===== config.mk =====
export PLATFORM = sky130hd
export DESIGN_NAME = sbuf_core
export DESIGN_NICKNAME = d
export VERILOG_FILES = /design/src/rtl/sbuf_pkg.sv /design/src/rtl/sbuf_queue.sv /design/src/rtl/sbuf_fwd.sv /design/src/rtl/sbuf_core.sv
export SDC_FILE = /design/constraint.sdc
export NUM_CORES = 1
export LEC_CHECK = 0
export ABC_AREA = 1
export BUFFER_PORTS_ARGS = -buffer_cell sky130_fd_sc_hd__buf_2
export CAP_MARGIN = 20
export CORE_ASPECT_RATIO = 0.6
export CORE_UTILIZATION = 45
export CTS_CLUSTER_SIZE = 24
export DETAILED_ROUTE_END_ITERATION = 16
export PLACE_DENSITY = 0.64
export SLEW_MARGIN = 40
export SYNTH_ARGS = -nofsm -noshare
export SYNTH_HDL_FRONTEND = slang
export SYNTH_SLANG_ARGS = --single-unit

===== constraint.sdc =====
create_clock -name clk -period 12.6 [get_ports clk]
set_clock_uncertainty 0.2 [all_clocks]
set_input_delay 1.89 -clock clk [delete_from_list [all_inputs] [get_ports clk]]
set_output_delay 1.89 -clock clk [all_outputs]
set_load 0.1 [all_outputs]

===== src/rtl/sbuf_pkg.sv =====
package sbuf_pkg;
  typedef enum logic [2:0] {
    K_STORE = 3'd0,
    K_LOAD  = 3'd1,
    K_FULLB = 3'd2,
    K_LDB   = 3'd3,
    K_STB   = 3'd4
  } req_kind_e;
endpackage


===== src/rtl/sbuf_queue.sv =====
module sbuf_queue #(
  parameter int DEPTH  = 8,
  parameter int ADDR_W = 8,
  parameter int DATA_W = 16,
  localparam int PTR_W = $clog2(DEPTH),
  localparam int CNT_W = $clog2(DEPTH + 1)
) (
  input  logic              clk,
  input  logic              rst_n,
  input  logic              push,
  input  logic [ADDR_W-1:0] push_addr,
  input  logic [DATA_W-1:0] push_data,
  input  logic              pop,
  output logic [ADDR_W-1:0] head_addr,
  output logic [DATA_W-1:0] head_data,
  output logic [PTR_W-1:0]  head_ptr,
  output logic [CNT_W-1:0]  count,
  output logic [ADDR_W-1:0] slot_addr [DEPTH],
  output logic [DATA_W-1:0] slot_data [DEPTH]
);
  logic [PTR_W-1:0] tail_ptr;

  function automatic logic [PTR_W-1:0] bump(input logic [PTR_W-1:0] p);
    return (p == PTR_W'(DEPTH - 1)) ? '0 : p + 1'b1;
  endfunction

  function automatic logic [CNT_W-1:0] next_count(input logic [CNT_W-1:0] c,
                                                   input logic up, input logic dn);
    return c + CNT_W'(up) - CNT_W'(dn);
  endfunction

  always_ff @(posedge clk or negedge rst_n) begin
    if (!rst_n) begin
      head_ptr <= '0;
      tail_ptr <= '0;
      count    <= '0;
    end else begin
      if (push) tail_ptr <= bump(tail_ptr);
      if (pop)  head_ptr <= bump(head_ptr);
      count <= next_count(count, push, pop);
    end
  end

  always_ff @(posedge clk) begin
    if (push) begin
      slot_addr[tail_ptr] <= push_addr;
      slot_data[tail_ptr] <= push_data;
    end
  end

  assign head_addr = slot_addr[head_ptr];
  assign head_data = slot_data[head_ptr];

  a_r1_no_push_when_full: assert property (@(posedge clk) disable iff (!rst_n)
    push |-> (count < CNT_W'(DEPTH)));
  a_r4_no_pop_when_empty: assert property (@(posedge clk) disable iff (!rst_n)
    pop |-> (count != '0));
  a_r11_count_steady: assert property (@(posedge clk) disable iff (!rst_n)
    (push && pop) |=> (count == $past(count)));
endmodule


===== src/rtl/sbuf_fwd.sv =====
module sbuf_fwd #(
  parameter int DEPTH  = 8,
  parameter int ADDR_W = 8,
  parameter int DATA_W = 16,
  localparam int PTR_W = $clog2(DEPTH),
  localparam int CNT_W = $clog2(DEPTH + 1)
) (
  input  logic [ADDR_W-1:0] look_addr,
  input  logic [PTR_W-1:0]  head_ptr,
  input  logic [CNT_W-1:0]  count,
  input  logic [ADDR_W-1:0] slot_addr [DEPTH],
  input  logic [DATA_W-1:0] slot_data [DEPTH],
  output logic              hit,
  output logic [DATA_W-1:0] fwd_data
);
  function automatic int slot_of(input logic [PTR_W-1:0] h, input int age);
    return (int'(h) + age) % DEPTH;
  endfunction

  // Walk from oldest to youngest; a later match overrides an earlier one.
  always_comb begin
    hit      = 1'b0;
    fwd_data = '0;
    for (int k = 0; k < DEPTH; k++) begin
      if (k < int'(count) && slot_addr[slot_of(head_ptr, k)] == look_addr) begin
        hit      = 1'b1;
        fwd_data = slot_data[slot_of(head_ptr, k)];
      end
    end
  end
endmodule


===== src/rtl/sbuf_core.sv =====
module sbuf_core #(
  parameter int DEPTH  = 8,
  parameter int ADDR_W = 8,
  parameter int DATA_W = 16
) (
  input  logic              clk,
  input  logic              rst_n,
  input  logic              not_blocked,
  input  logic              req_valid,
  input  logic [2:0]        req_kind,
  input  logic [ADDR_W-1:0] req_addr,
  input  logic [DATA_W-1:0] req_data,
  output logic              req_ready,
  output logic              rsp_valid,
  output logic [DATA_W-1:0] rsp_data,
  output logic [ADDR_W-1:0] mem_rd_addr,
  input  logic [DATA_W-1:0] mem_rd_data,
  input  logic              drain_grant,
  output logic              mem_we,
  output logic [ADDR_W-1:0] mem_waddr,
  output logic [DATA_W-1:0] mem_wdata,
  output logic              empty
);
  import sbuf_pkg::*;

  localparam int PTR_W = $clog2(DEPTH);
  localparam int CNT_W = $clog2(DEPTH + 1);

  logic [ADDR_W-1:0] slot_addr [DEPTH];
  logic [DATA_W-1:0] slot_data [DEPTH];
  logic [PTR_W-1:0]  head_ptr;
  logic [CNT_W-1:0]  count;
  logic [ADDR_W-1:0] head_addr;
  logic [DATA_W-1:0] head_data;
  logic              full;
  logic              fwd_hit;
  logic [DATA_W-1:0] fwd_data;
  logic              store_fire;
  logic              drain_fire;
  logic              load_fire;
  req_kind_e         kind;

  assign kind  = req_kind_e'(req_kind);
  assign empty = (count == '0);
  assign full  = (count == CNT_W'(DEPTH));

  always_comb begin
    unique case (kind)
      K_STORE: req_ready = !full;
      K_LOAD:  req_ready = not_blocked;
      K_FULLB: req_ready = empty;
      default: req_ready = 1'b1;
    endcase
  end

  assign store_fire = req_valid && (kind == K_STORE) && !full;
  assign load_fire  = req_valid && (kind == K_LOAD) && not_blocked;
  assign drain_fire = drain_grant && not_blocked && !empty;

  sbuf_queue #(.DEPTH(DEPTH), .ADDR_W(ADDR_W), .DATA_W(DATA_W)) i_queue (
    .clk       (clk),
    .rst_n     (rst_n),
    .push      (store_fire),
    .push_addr (req_addr),
    .push_data (req_data),
    .pop       (drain_fire),
    .head_addr (head_addr),
    .head_data (head_data),
    .head_ptr  (head_ptr),
    .count     (count),
    .slot_addr (slot_addr),
    .slot_data (slot_data)
  );

  sbuf_fwd #(.DEPTH(DEPTH), .ADDR_W(ADDR_W), .DATA_W(DATA_W)) i_fwd (
    .look_addr (req_addr),
    .head_ptr  (head_ptr),
    .count     (count),
    .slot_addr (slot_addr),
    .slot_data (slot_data),
    .hit       (fwd_hit),
    .fwd_data  (fwd_data)
  );

  assign mem_rd_addr = req_addr;
  assign rsp_valid   = load_fire;
  assign rsp_data    = fwd_hit ? fwd_data : mem_rd_data;
  assign mem_we      = drain_fire;
  assign mem_waddr   = head_addr;
  assign mem_wdata   = head_data;

  a_r5_drain_needs_unblock: assert property (@(posedge clk) disable iff (!rst_n)
    mem_we |-> (not_blocked && drain_grant));
  a_r6_fence_waits_empty: assert property (@(posedge clk) disable iff (!rst_n)
    (req_valid && kind == K_FULLB && req_ready) |-> empty);
  a_r8_load_unblocked: assert property (@(posedge clk) disable iff (!rst_n)
    rsp_valid |-> not_blocked);
  a_r2_hit_needs_entry: assert property (@(posedge clk) disable iff (!rst_n)
    fwd_hit |-> !empty);
  a_r9_empty_after_last_drain: assert property (@(posedge clk) disable iff (!rst_n)
    (mem_we && !store_fire && count == CNT_W'(1)) |=> empty);
endmodule


After elaboration in Yosys (flattened, before gate mapping)

Index checks and enable logic that the tools add are counted.

Add/sub/neg operators: 11
Multipliers: 0
Divide/modulo/power cells: 0
Magnitude comparators: 19
Equal/unequal tests: 13
Shift-type cells: 0
Multiplexer cells: 80
Bitwise operators: 17
Reduce and logical (&&, ||, !) cells: 26

Operators by type and width:

| operator            | number |
|---|---|
| $mux 16             | 28 |
| $bmux 16 s3         | 9 |
| $ge 32x4->1 const B | 8 |
| $not 32->32         | 7 |
| $bmux 8 s3          | 9 |
| $mux 8              | 19 |
| $bwmux 128          | 1 |
| $bwmux 64           | 1 |
| $eq 8x8->1          | 8 |
| $demux 16 s3        | 1 |
| $not 3->32          | 1 |
| $demux 8 s3         | 1 |
| $reduce_or 3->1     | 7 |
| $lt 3x4->1 const A  | 4 |
| $logic_and 1x1->1   | 15 |
| $add 3x3->3 const B | 4 |
| $add 3x1->3 const B | 3 |
| $ge 4x4->1 const B  | 2 |
| $lt 1x4->1 const A  | 2 |
| $lt 2x4->1 const A  | 2 |
| $mux 1              | 8 |
| $not 3->4           | 2 |
| $and 1x1->1 const A | 7 |
| $add 3x2->3 const B | 2 |
| 12 further kinds    | 15 |

Register bits after elaboration: 202
Bits in latches: 0
Bits in writable memories: 0
Bits in read-only memories: 0
Output and inout bits: 52
Word-level logic and storage cells: 185
Memories kept: 0

Longest topological paths before layout

Gate-level depths: netlist of run 1.

Word-level depth: 17
Gate-level depth with buffers: 30
Depth with buffers taken out: 23

Cells and area by module

A second synthesis of run 1 with hierarchy kept.

Cells, all modules: 3006
Area total of the unflattened synthesis: 18579.1 µm²

By module, submodules not included:

| module     | times used | cells an instance | area an instance (µm²) |
|---|---|---|---|
| sbuf_fwd   | 1          | 2059              | 9238.9 |
| sbuf_queue | 1          | 892               | 8918.6 |
| sbuf_core  | 1          | 55                | 421.7 |

Least setup slack after synthesis of run 1

OpenSTA, ideal clock, no wires.

Kind: reg-to-output
From: register i_queue.head_ptr[0]
To: output rsp_data[9]
Data arrival time: 4.859 ns
Required time: 10.510 ns
Slack: 5.651 ns
Stages on the path, launching flop included: 18
Path buffers: 4
Cell sequence: dfrtp_1 inv_2 buf_4 buf_4 buf_2 clkbuf_1 nand2_1 nand2_1 o21ai_0 o21ai_0 nand3_1 nand3_1 nand2_1 nand2_1 nand2_1 nand2_1 nand3_1 nand3_1

Cells in the longest elaborated chain, start to end: 15

Ends and longest elaborated chain:

| element                                                                | RTL line                                       | source |
|---|---|---|
| start: declaration                                                     | sbuf_queue.sv:16                               | `output logic [PTR_W-1:0] head_ptr,` |
| start signal: assignment                                               | sbuf_queue.sv:39                               | `if (pop) head_ptr <= bump(head_ptr);` |
| $add 3x1->3 / $not 3->32 (equally long branches)                       | sbuf_fwd.sv:17, sbuf_fwd.sv:25, sbuf_fwd.sv:27 |  |
| $not 32->32 (implied by the code) / $bmux 8 s3 (equally long branches) | sbuf_fwd.sv:25, sbuf_fwd.sv:27                 |  |
| $bmux 8 s3 / $mux 8 (equally long branches)                            | sbuf_fwd.sv:25                                 | `if (k < int'(count) && slot_addr[slot_of(head_ptr, k)] == look_addr) begin` |
| $mux 8 (implied by the code)                                           | sbuf_fwd.sv:25                                 |  |
| $mux 8 (implied by the code) / $eq 8x8->1 (equally long branches)      | sbuf_fwd.sv:25                                 |  |
| $eq 8x8->1 / $logic_and 1x1->1 (equally long branches)                 | sbuf_fwd.sv:25                                 |  |
| $logic_and 1x1->1, or another cell as far along                        | sbuf_fwd.sv:25                                 |  |
| $mux 16 / $mux 1 (equally long branches) (7 in a row)                  | sbuf_fwd.sv:25                                 |  |
| $mux 16 *                                                              | sbuf_core.sv:87                                | `assign rsp_data = fwd_hit ? fwd_data : mem_rd_data;` |
| end: declaration                                                       | sbuf_core.sv:15                                | `output logic [DATA_W-1:0] rsp_data,` |

Mark *: on every way between the ends. The rest lies on a longest branch, timed or not. The select of a mux whose other input is x is not followed.

Worst setup path in the final report of run 1

Same ends and word-level chain as after synthesis.

==> results.py, run 1 <==
metrics = {
    "outcome": {
        "status": "finished, final reports clean",
    },
    "critical_path": {
        "r2r_setup_slack_ns": 9.20,
        "worstPathMaxFanout": 90,
        "cp-start-kind": "register",
        "worstPathCellList": "buf_4 > inv_6 > ha_4 > inv_2 > buf_6 > nand3_1 > nand3_1 > nand3_1 > nand2_1 > nor2_1 > nand2_1 > nor2_4 > nand2_2 > inv_2 > nor2_1 > nand2_1 > nor2_4 > nand2_1 > nand3_1 > buf_2",
        "cp_slowest_stage_delay_ns": 0.75,
        "critPathKind": "reg -> out",
        "r2r-start": "i_queue.count[3]",
        "crit_buf_inv": 6,
        "crit_arrival_ns": 6.51,
        "critical_path.startpoint": "i_queue.head_ptr[0]",
        "crit_family": "buffers and inverters",
        "worstRegToRegCells": 13,
        "critPathCapture": "rsp_data[9]",
        "cp.required_ns": 10.51,
        "reg2reg_to": "i_queue.count[2]",
        "crit_path_top_delay_cell": "dfrtp_4",
        "cp.depth": 20,
        "end_kind": "output pin",
    },
    "detailed_routing": {
        "drc_errors": 0,
        "ant_nets": 0,
        "drtIter0Drc": 1975,
        "routed_wl_um": 55900,
        "wl_per_cell_um": 19.7,
        "viasPerCell": 5.72,
        "num_vias": 16300,
        "drt_pass1_iterations": 6,
    },
    "layout": {
        "design_area_um2": 17300,
        "layout_common_cells": "947 x nand2_1, 364 x nand3_1, 211 x o21ai_0",
        "layout_commonest_cell": "nand2_1",
        "nNetsFinal": 2422,
        "final.fill_count": 3434,
        "drive_gt1_share_pct": 8.93,
        "final_util_pct": 49.4,
        "area_growth_pct": 7.89,
    },
    "timing": {
        "period_needed_ns": 8.60,
        "worst_slew_pin_slew_ns": 0.882,
        "drv_slew": 0,
        "final.setup.tns_ns": 0,
        "setup_viol_count_final": 0,
        "rsz0062_at_grt": "false",
        "final-hold-violation-count": 0,
        "fmaxAchievable_ghz": 0.116,
        "setup_ws_ns": 4.00,
        "post-route-period-util_pct": 68.3,
        "relSlewSlack_pct": 40.8,
    },
    "synth": {
        "synthFlopType": "edfxtp_1",
        "ys_top_cells_by_area": "edfxtp_1 36%, nand2_1 22%, nand3_1 11%",
        "seq_area_frac_synth_pct": 37.5,
        "yosys.area.top_type_share_pct": 35.9,
        "yosysTopAreaCell": "edfxtp_1",
        "synth_seq_cells": 202,
        "async_flop_share_pct": 4.95,
        "syn_nets": 2428,
        "synth_area_per_cell_um2": 6.78,
        "synth_cell_types": 44,
        "synth_edf_count": 192,
        "ys_warn_count": 0,
        "netlist_area_um2": 16100,
        "synthCells": 2367,
    },
    "placement": {
        "gp_congestion": 0.987,
        "place_area_um2": 16600,
        "dpl.hpwl_um": 38500,
        "dp_slack_ns": 4.56,
        "port_buffers": 99,
    },
    "global_routing": {
        "grt_antenna_before_repair": 1,
        "grt_max_degree": 92,
        "grt_util_all_layers_pct": 30.4,
        "grt_pass1_vias": 13900,
        "grt_pass1_wl_um": 83900,
        "grt_overflow": 0,
    },
    "min_path": {
        "hp-class": "reg -> reg",
    },
    "clock_network": {
        "clockBufferDepth": 3,
        "cts_setup_buffers": 0,
        "clk_latency_ns": 0.52,
        "cts_hold_buffers": 0,
        "numCtsBuffers": 21,
        "cts_tree": "done",
        "cts.htree.levels": 1,
        "cts_resized": 0,
        "cts-root-buf": "clkbuf_16",
        "clock-sinks": 202,
        "clk_pin_slew_ns": 0.06,
    },
    "job": {
        "drv_cap": 0,
    },
    "floorplanning": {
        "core_um2": 35100,
        "fp-row-count": 53,
        "start_util_pct": 45.8,
        "die_h_um": 148,
        "num_io_pins": 100,
        "die_area_um2": 36500,
        "die_w_um": 246,
    },
}
## layer usage
metal,track usage [%],vias to the layer above,part of all wire (%)
li1,-,7825,-
met1,49.1,7440,48
met2,40.0,901,38
met3,5.92,85,12
met4,7.64,0,2.4
met5,0,-,0
## synth_stat cells (6+ instances only)
cell type / count
or2_2: 17
o21ai_0: 211
buf_1: 15
o21ai_1: 35
nand2_1: 947
nor3_1: 10
xor2_1: 18
buf_4: 26
clkbuf_1: 49
inv_1: 164
ha_1: 12
a211oi_1: 10
inv_2: 6
buf_2: 56
mux2i_1: 32
edfxtp_1: 192
nand3_1: 364
dfrtp_1: 10
buf_6: 11
o211ai_1: 24
nand4_1: 26
nor2_1: 75
a21oi_1: 14
## through the flow
step                hold WS (ns)  cells
global route               0.405   2841
CTS                        0.381   2841
global placement           0.351   2805
finish                     0.377   2842
floorplan                  0.306   2367
detailed placement         0.365   2805
## cells by family (layout without fill, tap and decap cells)
family | Yosys count | after routing | synth area share, %
adders and majority gates | 13 | 13 | 1.06
xor gates and xnor gates | 23 | 23 | 1.47
DFF | 202 | 202 | 37.5
other | 0 | 1 | 0
AOI/OAI and AO/OA | 302 | 302 | 10.1
muxes | 32 | 32 | 2.00
and+or+nand+nor | 1463 | 1463 | 38.6
buffers and inverters | 332 | 339 | 9.33
## worst min path at each step
stage	startpoint	endpoint	slack, ns	cells after the start
floorplan	i_queue.tail_ptr[0]	i_queue.tail_ptr[0]	0.31	1
global placement	i_queue.tail_ptr[0]	i_queue.tail_ptr[0]	0.35	1
detailed placement	i_queue.tail_ptr[0]	i_queue.tail_ptr[0]	0.36	1
CTS	i_queue.tail_ptr[0]	i_queue.tail_ptr[0]	0.38	1
global route	i_queue.tail_ptr[0]	i_queue.tail_ptr[0]	0.40	1
finish	i_queue.tail_ptr[0]	i_queue.tail_ptr[0]	0.38	1
## state kept, by name (all words and copies together) (netlist names)
| signal | cells |
|---|---|
| i_queue.count | 4 |
| i_queue.head_ptr | 3 |
| i_queue.slot_addr | 64 |
| i_queue.slot_data | 128 |
| i_queue.tail_ptr | 3 |
## area by class of cell
| cell class | instances | area, µm² | share of cell area (%) |
|---|---|---|---|
| multi-input combinational | 1833 | 8630 | 49.9 |
| tap | 467 | 584 | 3.37 |
| inverter | 174 | 662 | 3.82 |
| clock inverter | 7 | 120 | 0.694 |
| clock buffer | 29 | 566 | 3.27 |
| antenna | 1 | 2.50 | 0.0144 |
| sequential | 202 | 6020 | 34.8 |
| timing repair buffer | 129 | 728 | 4.20 |
## worst reg2reg max path: stages, from the launching register on
cell and delay [ns]:
dfrtp_1 0.77, inv_1 0.15, ha_1 0.26, nand2_1 0.15, nor2_1 0.10, inv_1 0.14
nand3_1 0.18, inv_1 0.23, ha_1 0.26, inv_1 0.05, ha_1 0.17, inv_1 0.07
fa_1 0.41, xnor2_1 0.14
Power of run 1 is not shown: default switching activity piles up to over one toggle a cycle in this logic, so the estimate is an artifact.
==> run 2: changes to the inputs <==
--- a/config.mk
+++ b/config.mk
@@ -12,7 +12,7 @@
 export CORE_UTILIZATION = 45
 export CTS_CLUSTER_SIZE = 24
 export DETAILED_ROUTE_END_ITERATION = 16
-export PLACE_DENSITY = 0.64
+export PLACE_DENSITY = 0.66
 export SLEW_MARGIN = 40
 export SYNTH_ARGS = -nofsm -noshare
 export SYNTH_HDL_FRONTEND = slang
==> constraint.sdc (replaced) <==
create_clock -name clk -period 7.65 [get_ports clk]
set_clock_uncertainty 0.2 [all_clocks]
set_input_delay 1.1475 -clock clk [delete_from_list [all_inputs] [get_ports clk]]
set_output_delay 1.1475 -clock clk [all_outputs]
set_load 0.1 [all_outputs]
==> run 2 against run 1 <==
Effect of this change: register-to-register slack got worse by 4.9 ns; die area did not move; utilization is 0.98 points higher; critical path depth grew 2; final cell count up 0.14%; worst hold slack worse by 0.11 ns; design area increased by 2.0%; setup slack worse by 3.3 ns; via count increased by 0.66%.
==> results.py, run 2 (synthesis results as in run 1) <==
metrics = {
    "outcome": {
        "status": "finished, final reports clean",
    },
    "layout": {
        "layout_commonest_cell": "nand2_1",
        "largest_reg_flops": 128,
        "final.fill_count": 3430,
        "reg.largest.list": "i_queue.slot_data: 128 flops, i_queue.slot_addr: 64 flops, i_queue.count: 4 flops",
        "layout_common_cells": "947 x nand2_1, 364 x nand3_1, 211 x o21ai_0",
        "multi_input_area_um2": 8630,
        "nNetsFinal": 2425,
        "seqCellArea_um2": 6020,
        "top_register": "i_queue.slot_data",
        "final_util_pct": 50.3,
        "antenna_cells": 0,
        "drive_gt1_share_pct": 9.25,
        "area_growth_pct": 10.0,
    },
    "clock_network": {
        "numCtsBuffers": 22,
        "cts_resized": 0,
        "cts_hold_buffers": 0,
        "clock-sinks": 202,
        "cts.htree.levels": 1,
        "cts_setup_buffers": 0,
        "clk_pin_slew_ns": 0.06,
        "cts_tree": "done",
        "clockBufferDepth": 3,
        "clk_latency_ns": 0.54,
        "cts-root-buf": "clkbuf_16",
    },
    "critical_path": {
        "critPathKind": "reg -> out",
        "worstPathMaxFanout": 73,
        "end_kind": "output pin",
        "cp_slowest_stage_delay_ns": 0.91,
        "cp_common_cell": "nand2_1",
        "crit_arrival_ns": 5.64,
        "cp-start-kind": "register",
        "worstPathCellList": "inv_6 > ha_4 > buf_4 > nand3_1 > and2_0 > nand2_1 > nand2_1 > xor2_1 > nand2_1 > nor2_4 > nand3_4 > nand2_1 > inv_1 > nand2_1 > nand2_1 > nand2_1 > nand2_1 > nand2_1 > nand2_1 > nand2_1 > nand2_1 > buf_12",
        "crit_path_top_delay_cell": "dfrtp_4",
        "cp.required_ns": 6.30,
    },
    "detailed_routing": {
        "wl_per_cell_um": 19.4,
        "routed_wl_um": 55300,
        "ant_nets": 0,
        "drt_pass1_iterations": 9,
        "viasPerCell": 5.75,
        "drtIter0Drc": 2385,
        "drc_errors": 0,
        "num_vias": 16400,
    },
    "timing": {
        "worst_slew_pin_slew_ns": 0.897,
        "final-hold-violation-count": 0,
        "period_needed_ns": 6.99,
        "setup_viol_count_final": 0,
        "fmaxAchievable_ghz": 0.143,
        "drv_slew": 0,
        "relSlewSlack_pct": 40.1,
        "post-route-period-util_pct": 91.3,
        "final.setup.tns_ns": 0,
        "rsz0062_at_grt": "false",
    },
    "min_path": {
        "hp-class": "in -> async",
    },
    "floorplanning": {
        "num_io_pins": 100,
        "die_h_um": 148,
        "fp-row-count": 53,
        "die_w_um": 246,
        "core_um2": 35100,
        "start_util_pct": 45.8,
        "die_area_um2": 36500,
    },
    "global_routing": {
        "grt_pass1_wl_um": 84100,
        "grt_antenna_before_repair": 1,
        "grt_overflow": 0,
        "grt_pass1_vias": 14100,
        "grt_max_degree": 96,
        "grt_util_all_layers_pct": 30.1,
    },
    "placement": {
        "gp_congestion": 0.960,
        "port_buffers": 99,
        "dpl.hpwl_um": 37900,
    },
    "job": {
        "drv_cap": 0,
    },
}
==> run 2: changes by cell type in the layout (fill, tap and decap cells not counted), sizes merged <==
| cell | delta |
|---|---|
| buf | +2 |
| clkbuf | +2 |
| clkinv | +2 |
| diode | -1 |
| inv | -1 |
==> run 2: path summary, 6_finish.rpt <==
kind	endpoint	slack, ns	from	cells past startpoint
max	rsp_data[0]	0.66	i_queue.head_ptr[0]	22
min	i_queue.tail_ptr[1]	0.27	rst_n	1
max reg2reg	i_queue.count[2]	4.26	i_queue.count[3]	13
min reg2reg	i_queue.tail_ptr[0]	0.38	i_queue.tail_ptr[0]	1
max in group asynchronous	i_queue.head_ptr[0]	6.74	rst_n	1
min in group clk	i_queue.tail_ptr[0]	0.38	i_queue.tail_ptr[0]	1
==> run 2: metal layers <==
metal  wire [µm]  up-vias  track usage (%)
li1            -     7832                -
met4        1250        0             6.93
met1       25300     7454             47.4
met5           0        -                0
met2       21500      986             40.5
met3        7210       87             7.16
==> run 2: layout make-up <==
cell class	instances	share of cell area, %
repair buffers	131	5.59
flip-flops and latches	202	34.1
well taps	467	3.31
inverters	174	3.73
clock inverters	8	0.680
multi-input cells	1833	48.9
clock buffers	31	3.71
==> run 2: critical path, delay by kind of cell, from the launching register on <==
family	cells	cell delay (ns)
xor gates and xnor gates	1	0.35
adders and majority gates	1	0.54
DFF	1	0.91
and+or+nand+nor	16	2.17
buffers and inverters	4	1.08
==> run 2: metrics by stage <==
step           setup slack, ns  hold WS, ns  cell area, µm²  cells
2_1_floorplan             1.44        0.306           16100   2367
3_3_place_gp              1.31        0.331           16900   2806
3_5_place_dp              1.39        0.354           16900   2807
4_1_cts                  0.808        0.262           17700   2846
5_1_grt                  0.290        0.284           17700   2846
6_report                 0.662        0.270           17700   2846
Power of run 2 is left out for the same reason.
